===== src/rtl/psr_pkg.sv =====
package psr_pkg;

    localparam int BYTE_W = 8;

    // bit positions inside the status byte; the stack image depends on them
    localparam int POS_N  = 7;
    localparam int POS_V  = 6;
    localparam int POS_U  = 5;
    localparam int POS_B  = 4;
    localparam int POS_D  = 3;
    localparam int POS_I  = 2;
    localparam int POS_Z  = 1;
    localparam int POS_C  = 0;

    typedef enum logic [1:0] {
        SRC_PUSH_INSN = 2'd0,
        SRC_BREAK     = 2'd1,
        SRC_MASKABLE  = 2'd2,
        SRC_NONMASK   = 2'd3
    } push_src_e;

    typedef struct packed {
        logic n;
        logic v;
        logic d;
        logic i;
        logic z;
        logic c;
    } flags_t;

    localparam flags_t FLAGS_RESET = '{n: 1'b0, v: 1'b0, d: 1'b0,
                                       i: 1'b1, z: 1'b0, c: 1'b0};

    function automatic logic [BYTE_W-1:0] pack_flags(flags_t f, logic b_bit);
        logic [BYTE_W-1:0] r;
        r        = '0;
        r[POS_N] = f.n;
        r[POS_V] = f.v;
        r[POS_U] = 1'b1;
        r[POS_B] = b_bit;
        r[POS_D] = f.d;
        r[POS_I] = f.i;
        r[POS_Z] = f.z;
        r[POS_C] = f.c;
        return r;
    endfunction

    function automatic flags_t unpack_flags(logic [BYTE_W-1:0] b);
        flags_t f;
        f.n = b[POS_N];
        f.v = b[POS_V];
        f.d = b[POS_D];
        f.i = b[POS_I];
        f.z = b[POS_Z];
        f.c = b[POS_C];
        return f;
    endfunction

endpackage


===== src/rtl/psr_next.sv =====
module psr_next
    import psr_pkg::*;
#(
    parameter int DATA_W = 8
) (
    input  flags_t            cur,
    input  logic [DATA_W-1:0] res,
    input  logic [DATA_W-1:0] opnd,
    input  logic              carry,
    input  logic              ovf,
    input  logic              bit_mode,
    input  logic              upd_n,
    input  logic              upd_v,
    input  logic              upd_z,
    input  logic              upd_c,
    input  logic              set_c,
    input  logic              clr_c,
    input  logic              set_i,
    input  logic              clr_i,
    input  logic              set_d,
    input  logic              clr_d,
    input  logic              clr_v,
    input  logic              push,
    input  push_src_e         push_src,
    input  logic              pull,
    input  logic [BYTE_W-1:0] pull_byte,
    output flags_t            nxt
);

    localparam int SIGN_BIT = DATA_W - 1;
    localparam int SUB_BIT  = DATA_W - 2;

    typedef enum logic [2:0] {
        UPD_HOLD,
        UPD_ALU,
        UPD_STROBE,
        UPD_HW_MASK,
        UPD_PULL
    } upd_kind_e;

    upd_kind_e kind;
    flags_t    alu_f;
    flags_t    strobe_f;
    logic      hw_push;
    logic      any_alu;
    logic      any_strobe;

    assign hw_push    = push && (push_src != SRC_PUSH_INSN);
    assign any_alu    = upd_n | upd_v | upd_z | upd_c;
    assign any_strobe = set_c | clr_c | set_i | clr_i | set_d | clr_d | clr_v;

    // classification of the cycle, highest priority first
    always_comb begin
        if (pull)
            kind = UPD_PULL;
        else if (hw_push)
            kind = UPD_HW_MASK;
        else if (any_strobe)
            kind = UPD_STROBE;
        else if (any_alu)
            kind = UPD_ALU;
        else
            kind = UPD_HOLD;
    end

    // ALU-sourced loads on top of the held value
    always_comb begin
        alu_f = cur;
        if (upd_n) alu_f.n = bit_mode ? opnd[SIGN_BIT] : res[SIGN_BIT];
        if (upd_v) alu_f.v = bit_mode ? opnd[SUB_BIT]  : ovf;
        if (upd_z) alu_f.z = (res == '0);
        if (upd_c) alu_f.c = carry;
    end

    // strobes override ALU loads; set beats clear
    always_comb begin
        strobe_f = alu_f;
        if (clr_c) strobe_f.c = 1'b0;
        if (set_c) strobe_f.c = 1'b1;
        if (clr_i) strobe_f.i = 1'b0;
        if (set_i) strobe_f.i = 1'b1;
        if (clr_d) strobe_f.d = 1'b0;
        if (set_d) strobe_f.d = 1'b1;
        if (clr_v) strobe_f.v = 1'b0;
    end

    always_comb begin
        unique case (kind)
            UPD_PULL:    nxt = unpack_flags(pull_byte);
            UPD_HW_MASK: begin
                nxt   = strobe_f;
                nxt.i = 1'b1;
            end
            UPD_STROBE:  nxt = strobe_f;
            UPD_ALU:     nxt = alu_f;
            UPD_HOLD:    nxt = cur;
            default:     nxt = cur;
        endcase
    end

endmodule


===== src/rtl/psr_stack_fmt.sv =====
module psr_stack_fmt
    import psr_pkg::*;
(
    input  flags_t            cur,
    input  push_src_e         push_src,
    output logic [BYTE_W-1:0] push_byte
);

    logic sw_origin;

    always_comb begin
        unique case (push_src)
            SRC_PUSH_INSN: sw_origin = 1'b1;
            SRC_BREAK:     sw_origin = 1'b1;
            SRC_MASKABLE:  sw_origin = 1'b0;
            SRC_NONMASK:   sw_origin = 1'b0;
            default:       sw_origin = 1'b0;
        endcase
    end

    assign push_byte = pack_flags(cur, sw_origin);

endmodule


===== src/rtl/psr_irq_gate.sv =====
module psr_irq_gate #(
    parameter bit DEC_EN = 1'b1
) (
    input  logic mask_i,
    input  logic dec_flag,
    input  logic irq_req,
    input  logic nmi_req,
    output logic irq_take,
    output logic nmi_take,
    output logic dec_mode
);

    assign irq_take = irq_req & ~mask_i;
    assign nmi_take = nmi_req;

    generate
        if (DEC_EN) begin : g_dec_on
            assign dec_mode = dec_flag;
        end else begin : g_dec_off
            assign dec_mode = 1'b0;
        end
    endgenerate

endmodule


===== src/rtl/psr_core.sv =====
module psr_core
    import psr_pkg::*;
#(
    parameter int DATA_W = 8,
    parameter bit DEC_EN = 1'b1
) (
    input  logic              clk,
    input  logic              rst_n,
    input  logic [DATA_W-1:0] res_i,
    input  logic [DATA_W-1:0] opnd_i,
    input  logic              carry_i,
    input  logic              ovf_i,
    input  logic              bit_mode_i,
    input  logic              upd_n_i,
    input  logic              upd_v_i,
    input  logic              upd_z_i,
    input  logic              upd_c_i,
    input  logic              set_c_i,
    input  logic              clr_c_i,
    input  logic              set_i_i,
    input  logic              clr_i_i,
    input  logic              set_d_i,
    input  logic              clr_d_i,
    input  logic              clr_v_i,
    input  logic              push_i,
    input  logic [1:0]        push_src_i,
    output logic [7:0]        push_byte_o,
    input  logic              pull_i,
    input  logic [7:0]        pull_byte_i,
    input  logic              irq_req_i,
    input  logic              nmi_req_i,
    output logic              irq_take_o,
    output logic              nmi_take_o,
    output logic              dec_mode_o,
    output logic [7:0]        flags_o
);

    flags_t    st_q;
    flags_t    st_d;
    push_src_e src;

    assign src = push_src_e'(push_src_i);

    psr_next #(.DATA_W(DATA_W)) u_next (
        .cur       (st_q),
        .res       (res_i),
        .opnd      (opnd_i),
        .carry     (carry_i),
        .ovf       (ovf_i),
        .bit_mode  (bit_mode_i),
        .upd_n     (upd_n_i),
        .upd_v     (upd_v_i),
        .upd_z     (upd_z_i),
        .upd_c     (upd_c_i),
        .set_c     (set_c_i),
        .clr_c     (clr_c_i),
        .set_i     (set_i_i),
        .clr_i     (clr_i_i),
        .set_d     (set_d_i),
        .clr_d     (clr_d_i),
        .clr_v     (clr_v_i),
        .push      (push_i),
        .push_src  (src),
        .pull      (pull_i),
        .pull_byte (pull_byte_i),
        .nxt       (st_d)
    );

    always_ff @(posedge clk) begin
        if (!rst_n)
            st_q <= FLAGS_RESET;
        else
            st_q <= st_d;
    end

    psr_stack_fmt u_fmt (
        .cur       (st_q),
        .push_src  (src),
        .push_byte (push_byte_o)
    );

    psr_irq_gate #(.DEC_EN(DEC_EN)) u_gate (
        .mask_i   (st_q.i),
        .dec_flag (st_q.d),
        .irq_req  (irq_req_i),
        .nmi_req  (nmi_req_i),
        .irq_take (irq_take_o),
        .nmi_take (nmi_take_o),
        .dec_mode (dec_mode_o)
    );

    assign flags_o = pack_flags(st_q, 1'b1);

    logic quiet;
    assign quiet = !pull_i && !push_i && !upd_n_i && !upd_v_i && !upd_z_i && !upd_c_i
                 && !set_c_i && !clr_c_i && !set_i_i && !clr_i_i && !set_d_i && !clr_d_i
                 && !clr_v_i;

    AST_PULL_LOADS: assert property (@(posedge clk) disable iff (!rst_n)
        pull_i |=> (flags_o[7:6] == $past(pull_byte_i[7:6])) &&
                   (flags_o[3:0] == $past(pull_byte_i[3:0])) &&
                   (flags_o[5:4] == 2'b11));

    AST_HW_PUSH_MASKS: assert property (@(posedge clk) disable iff (!rst_n)
        (push_i && !pull_i && push_src_i != 2'd0) |=> flags_o[POS_I]);

    AST_PUSH_ORIGIN_BIT: assert property (@(posedge clk) disable iff (!rst_n)
        push_i |-> (push_byte_o[POS_U] && (push_byte_o[POS_B] == !push_src_i[1])));

    AST_IRQ_MASKED: assert property (@(posedge clk) disable iff (!rst_n)
        irq_take_o |-> (irq_req_i && !flags_o[POS_I]));

    AST_NMI_PASSES: assert property (@(posedge clk) disable iff (!rst_n)
        nmi_req_i |-> nmi_take_o);

    AST_QUIET_HOLDS: assert property (@(posedge clk) disable iff (!rst_n)
        quiet |=> $stable(flags_o));

endmodule


===== config.mk =====
export PLATFORM = sky130hd
export DESIGN_NAME = psr_core
export DESIGN_NICKNAME = d
export VERILOG_FILES = /design/src/rtl/psr_pkg.sv /design/src/rtl/psr_next.sv /design/src/rtl/psr_stack_fmt.sv /design/src/rtl/psr_irq_gate.sv /design/src/rtl/psr_core.sv
export SDC_FILE = /design/constraint.sdc
export NUM_CORES = 1
export LEC_CHECK = 0
export BUFFER_PORTS_ARGS = -buffer_cell sky130_fd_sc_hd__buf_2
export CAP_MARGIN = 20
export CORE_MARGIN = 1.5
export CORE_UTILIZATION = 25
export CTS_CLUSTER_SIZE = 40
export DETAILED_ROUTE_END_ITERATION = 8
export PLACE_DENSITY_LB_ADDON = 0.1
export SYNTH_ARGS = -nofsm -noshare
export SYNTH_HDL_FRONTEND = slang
export SYNTH_SLANG_ARGS = --single-unit

===== constraint.sdc =====
create_clock -name clk -period 0.8 [get_ports clk]
set_input_delay 0.12 -clock clk [delete_from_list [all_inputs] [get_ports clk]]
set_output_delay 0.12 -clock clk [all_outputs]
set_load 0.02 [all_outputs]

==> impl_metrics.yaml, run 1 <==
status:
  status: "finished with violations"
  violations: "negative setup slack"
clocking:
  cts_made_buffers: 3
  htreeDepth: 1
  cts_tree: "yes"
  clock-sinks: 6
  cts_root_buf: "clkbuf_4"
  cts_buffer_depth: 2
  clk_latency_ns: 0.23
  clk_pin_slew_ns: 0.06
synthesis:
  synth-simple-area-share: 0.162
  synth-adder-area-share: 0
  synth_compound_area_frac: 0.217
  synth_top_family_by_area: "buffers and inverters"
  yosysSeqAreaShare: 0.274
  synth_common_cells: "buf_4 (13), dfxtp_1 (6), nor2_1 (6), inv_1 (4), o21ai_0 (4)"
  synthFlopType: "dfxtp_1"
  synth_area_um2: 439
  async_flop_share: 0
  ys_seq_elements: 6
  avgSynthCellArea_um2: 7.98
  synth.area.top_cells: "dfxtp_1 (27%), buf_4 (22%), nor2_1 (5.1%)"
  syn_inst: 55
  synth_top_area_share: 0.274
  synth_cell_type_count: 24
  muxShareOfSynthArea: 0.0712
  synth.most_common_cell: "buf_4"
  ys_warn_count: 0
  synthXorXnorAreaFrac: 0
  synth_top_area_cell: "dfxtp_1"
  synth_edf_count: 0
drt:
  viasPerCell: 4.47
  num_vias: 519
  wl_um: 1140
  wl_per_cell_um: 9.82
  drt-initial-drc-count: 8
  drtPass1Iterations: 4
  drc_errors: 0
  antenna_left: 0
grt:
  top_usage_layer: "met2"
  use_met2: 0.220
  grt_pass1_wl_um: 1710
  overflow: 0
  grtUsageMet1: 0.115
  first_global_vias: 488
  grtUsageMet3: 0.0480
  grt.total_usage: 0.122
  antenna_found_initial: 0
  grt_start_max_net_pins: 8
floorplanning:
  start_util: 0.279
  io-pin-count: 65
  coreArea_um2: 1580
  dieHeight_um: 44.9
  row_count: 14
  dieArea_um2: 2020
  die_w_um: 44.9
placed_design:
  placed_cells: 112
  port_buffers: 51
  gp_congestion: 0.651
  place_area_um2: 643
  dp_hpwl_um: 871
sta:
  setup_slack_ns: -0.238
  skew_ns: 0
  fin_crit_sh: 1.30
  setup_violations: 16
  rsz0062_at_grt: "yes"
  finalHoldViolCount: 0
  slew_viol_final: 0
  layout_min_cycle_time_ns: 1.04
  fmax_ghz: 0.963
finish:
  finalNonFillerCells: 116
  nets: 147
  diodes: 0
  syn_to_final_growth_pct: 72.9
  largest_reg_flops: 6
  layout-drive-gt1-share: 0.650
  fin_area_um2: 759
worst_setup_path:
  cp_max_fo: 3
  path_class: "reg2out"
  critPathLaunchType: "register"
  critPathCaptureType: "primary output"
  cp_data_required_time_ns: 0.68
  critPathArrivalTime_ns: 0.92
power_and_ir_drop:
  pwr-share-clk: 0.309
  p_int_uw: 693
  seqPwrFrac: 0.345
  p_per_area_nw_per_um2: 1300
  power.total_uw: 989
  switchingPower_uw: 296
  leakage_uw: 0.000402
  power_frac_comb: 0.345
  vdd_drop_max_v: 0.000563
  p_sw_frac: 0.299
hold_path:
  hold_class: "in2reg"
job:
  max_cap_violations: 0
-- layout by cell type, fill, tap and decap left out, types with 2 or more instances in the layout --
master | Yosys | final
o21ai_0 | 4 | 3
mux2i_1 | 2 | 2
buf_6 | 0 | 12
clkbuf_4 | 0 | 3
inv_1 | 4 | 4
buf_2 | 0 | 39
dfxtp_4 | 0 | 3
conb_1 | 1 | 3
dfxtp_2 | 0 | 3
a21oi_1 | 3 | 3
nor2_1 | 6 | 6
buf_4 | 13 | 2
-- final cells by class --
class	count	area (um2)
fill	161	817
timing repair buffer	53	345
multi-input combinational	33	218
sequential	6	135
clock buffer	4	26.3
inverter	4	15.0
tap	16	20.0
-- worst paths after layout --
check            startpoint    endpoint  slack, ns  depth (start not counted)
min          pull_byte_i[0]  flags_o[0]       0.10                          2
max              flags_o[2]  irq_take_o      -0.24                          3
max reg2reg      flags_o[2]  flags_o[2]      -0.08                          2
min reg2reg      flags_o[1]  flags_o[1]       0.50                          2
-- cell families (layout without fill, tap and decap cells) --
group | after synthesis | count (layout)
compound gates | 14 | 14
other cells | 1 | 3
buf+inv | 18 | 61
flops | 6 | 6
simple gates | 13 | 13
mux | 3 | 3
-- worst max-delay path, cell delays in order (launching register included) --
cell and delay [ns]:
dfxtp_2 0.32, buf_6 0.11, nor2b_1 0.10, buf_4 0.15
-- power groups by stage --
| stage | registers (uW) | logic (uW) | clock network, uW |
|---|---|---|---|
| 3_3_place_gp | 336 | 290 | 0 |
| 2_1_floorplan | 360 | 176 | 0 |
| 4_1_cts | 342 | 342 | 323 |
| 5_1_grt | 345 | 367 | 344 |
| 3_5_place_dp | 337 | 291 | 0 |
| 6_report | 341 | 341 | 306 |
-- routing by layer --
| metal | vias up | wire, um |
|---|---|---|
| li1 | 264 | - |
| met1 | 221 | 426 |
| met2 | 32 | 600 |
| met3 | 2 | 99 |
| met4 | 0 | 12 |
| met5 | - | 0 |
-- stage by stage --
stage	setup TNS, ns	hold WS (ns)	utilization	setup WS (ns)
final	-0.959	0.104	0.482	-0.238
after global routing	-1.62	0.0922	0.482	-0.295
after CTS	-1.19	0.0984	0.482	-0.250
after detailed placement	-0.320	0.240	0.408	-0.164
after global placement	-0.249	0.240	0.408	-0.145
after floorplan	-0.0640	0.196	-	-0.0376
-- timing repair --
item | 4_1_cts | 5_1_grt
setup buffers | 0 | 0
gates resized for setup | 29 | 1
hold buffers | 0 | 0
pin swaps | 1 | 1
endpoints found under the setup margin | 17 | 18
cloned | 0 | 0
Power figures use the tool's default switching activity.
==> inputs of run 2 (changes only) <==
==> constraint.sdc (replaced) <==
create_clock -name clk -period 0.89 [get_ports clk]
set_input_delay 0.1335 -clock clk [delete_from_list [all_inputs] [get_ports clk]]
set_output_delay 0.1335 -clock clk [all_outputs]
set_load 0.02 [all_outputs]
==> impl_metrics.yaml, run 2 (synthesis results as in run 1) <==
sta:
  finalHoldViolCount: 0
  layout_min_cycle_time_ns: 1.04
  rsz0062_at_grt: "yes"
  fin_crit_sh: 1.17
  skew_ns: 0
  setup_violations: 3
  fmax_ghz: 0.964
  setup_slack_ns: -0.148
  slew_viol_final: 0
floorplanning:
  io-pin-count: 65
  dieArea_um2: 2020
  coreArea_um2: 1580
  die_w_um: 44.9
  row_count: 14
  dieHeight_um: 44.9
  start_util: 0.279
clocking:
  hold_buffers: 0
  cts_buffer_depth: 2
  htreeDepth: 1
  cts_root_buf: "clkbuf_4"
  cts_setup_buffers: 0
  cts_made_buffers: 3
  clk_latency_ns: 0.23
  cts_tree: "yes"
  clock-sinks: 6
  clk_pin_slew_ns: 0.05
  ctsResizeCount: 9
drt:
  num_vias: 508
  drt-initial-drc-count: 7
  met3_length_um: 90
  wl_um: 1040
  viasPerCell: 4.38
  met1_length_um: 414
  antenna_left: 0
  wl_per_cell_um: 9.00
  drtPass1Iterations: 2
  drc_errors: 0
  met2_length_um: 520
  top_layer_used: "met4"
placed_design:
  dp_hpwl_um: 899
  port_buffers: 51
  gp_congestion: 0.723
  place_area_um2: 644
finish:
  fill_cells: 178
  largest_reg_flops: 6
  layout-drive-gt1-share: 0.650
  final-seq-area_um2: 126
  diodes: 0
  multi_input_area_um2: 210
  final_common_cell: "buf_2"
  nets: 148
  fin_area_um2: 701
  mostFrequentLayoutCells: "buf_2 (41), buf_4 (12), nor2_1 (6), dfxtp_2 (5)"
  syn_to_final_growth_pct: 59.5
worst_setup_path:
  cp_max_fo: 3
  critPathArrivalTime_ns: 0.90
  cp_data_required_time_ns: 0.76
  worst_r2r_endpoint: "flags_o[2]"
  critPathLaunchType: "register"
  r2r_slack_ns: 0.02
  critPathCaptureType: "primary output"
  path_class: "reg2out"
  rr_worst_depth: 2
  r2r-start: "flags_o[2]"
hold_path:
  hold_end: "flags_o[0]"
  hold_class: "in2reg"
  hold_depth: 2
  min_from: "pull_byte_i[0]"
power_and_ir_drop:
  vdd_drop_max_v: 0.000511
  leakage_uw: 0.000391
  p_per_area_nw_per_um2: 1180
  power.total_uw: 829
grt:
  grt_pass1_wl_um: 1610
  grt_start_max_net_pins: 7
  antenna_found_initial: 0
  grt.total_usage: 0.113
  first_global_vias: 427
  overflow: 0
status:
  status: "finished with violations"
  violations: "negative setup slack"
job:
  max_cap_violations: 0
-- run 2: cell count changes in the layout (fill, tap and decap cells not counted), sizes merged --
cell | previous run | this run
buf | 53 | 54
clkbuf | 4 | 3
-- run 2: layer usage --
layer | track usage | vias up
met5 | 0 | -
met1 | 0.127 | 213
met2 | 0.183 | 28
met4 | 0.0882 | 0
li1 | - | 265
met3 | 0.0280 | 2
-- run 2: cell type report --
cell class	count	area share
flip-flops and latches	6	0.180
clock buffers	3	0.0321
multi-input cells	33	0.300
inverters	4	0.0214
repair buffers	54	0.437
well taps	16	0.0286
-- run 2: metrics by stage --
step	setup slack, ns	instances	TNS (ns)	utilization	hold WS [ns]
after floorplan	0.00131	57	0	-	0.210
after global placement	-0.0997	113	-0.0997	0.409	0.267
after detailed placement	-0.153	113	-0.153	0.409	0.267
after CTS	-0.165	116	-0.354	0.437	0.113
after global routing	-0.205	116	-0.508	0.444	0.119
final	-0.148	116	-0.259	0.444	0.121
-- run 2: worst max path at each step --
stage	startpoint	endpoint	slack, ns
3_5_place_dp	push_src_i[1]	flags_o[2]	-0.15
2_1_floorplan	flags_o[7]	flags_o[7]	0.001
3_3_place_gp	push_src_i[1]	flags_o[2]	-0.1
5_1_grt	flags_o[2]	irq_take_o	-0.20
6_report	flags_o[2]	irq_take_o	-0.15
4_1_cts	flags_o[2]	irq_take_o	-0.16
-- run 2: report_power, final --
part	total (uW)	switching, uW	leakage, uW	internal (uW)
clock network	244	91.6	0.0000138	152
registers	304	13.1	0.0000507	291
logic	281	138	0.000326	143
-- run 2: critical path: stages (launching register included) --
cell,delay (ns)
dfxtp_2,0.32
buf_6,0.11
nor2b_1,0.09
buf_4,0.14
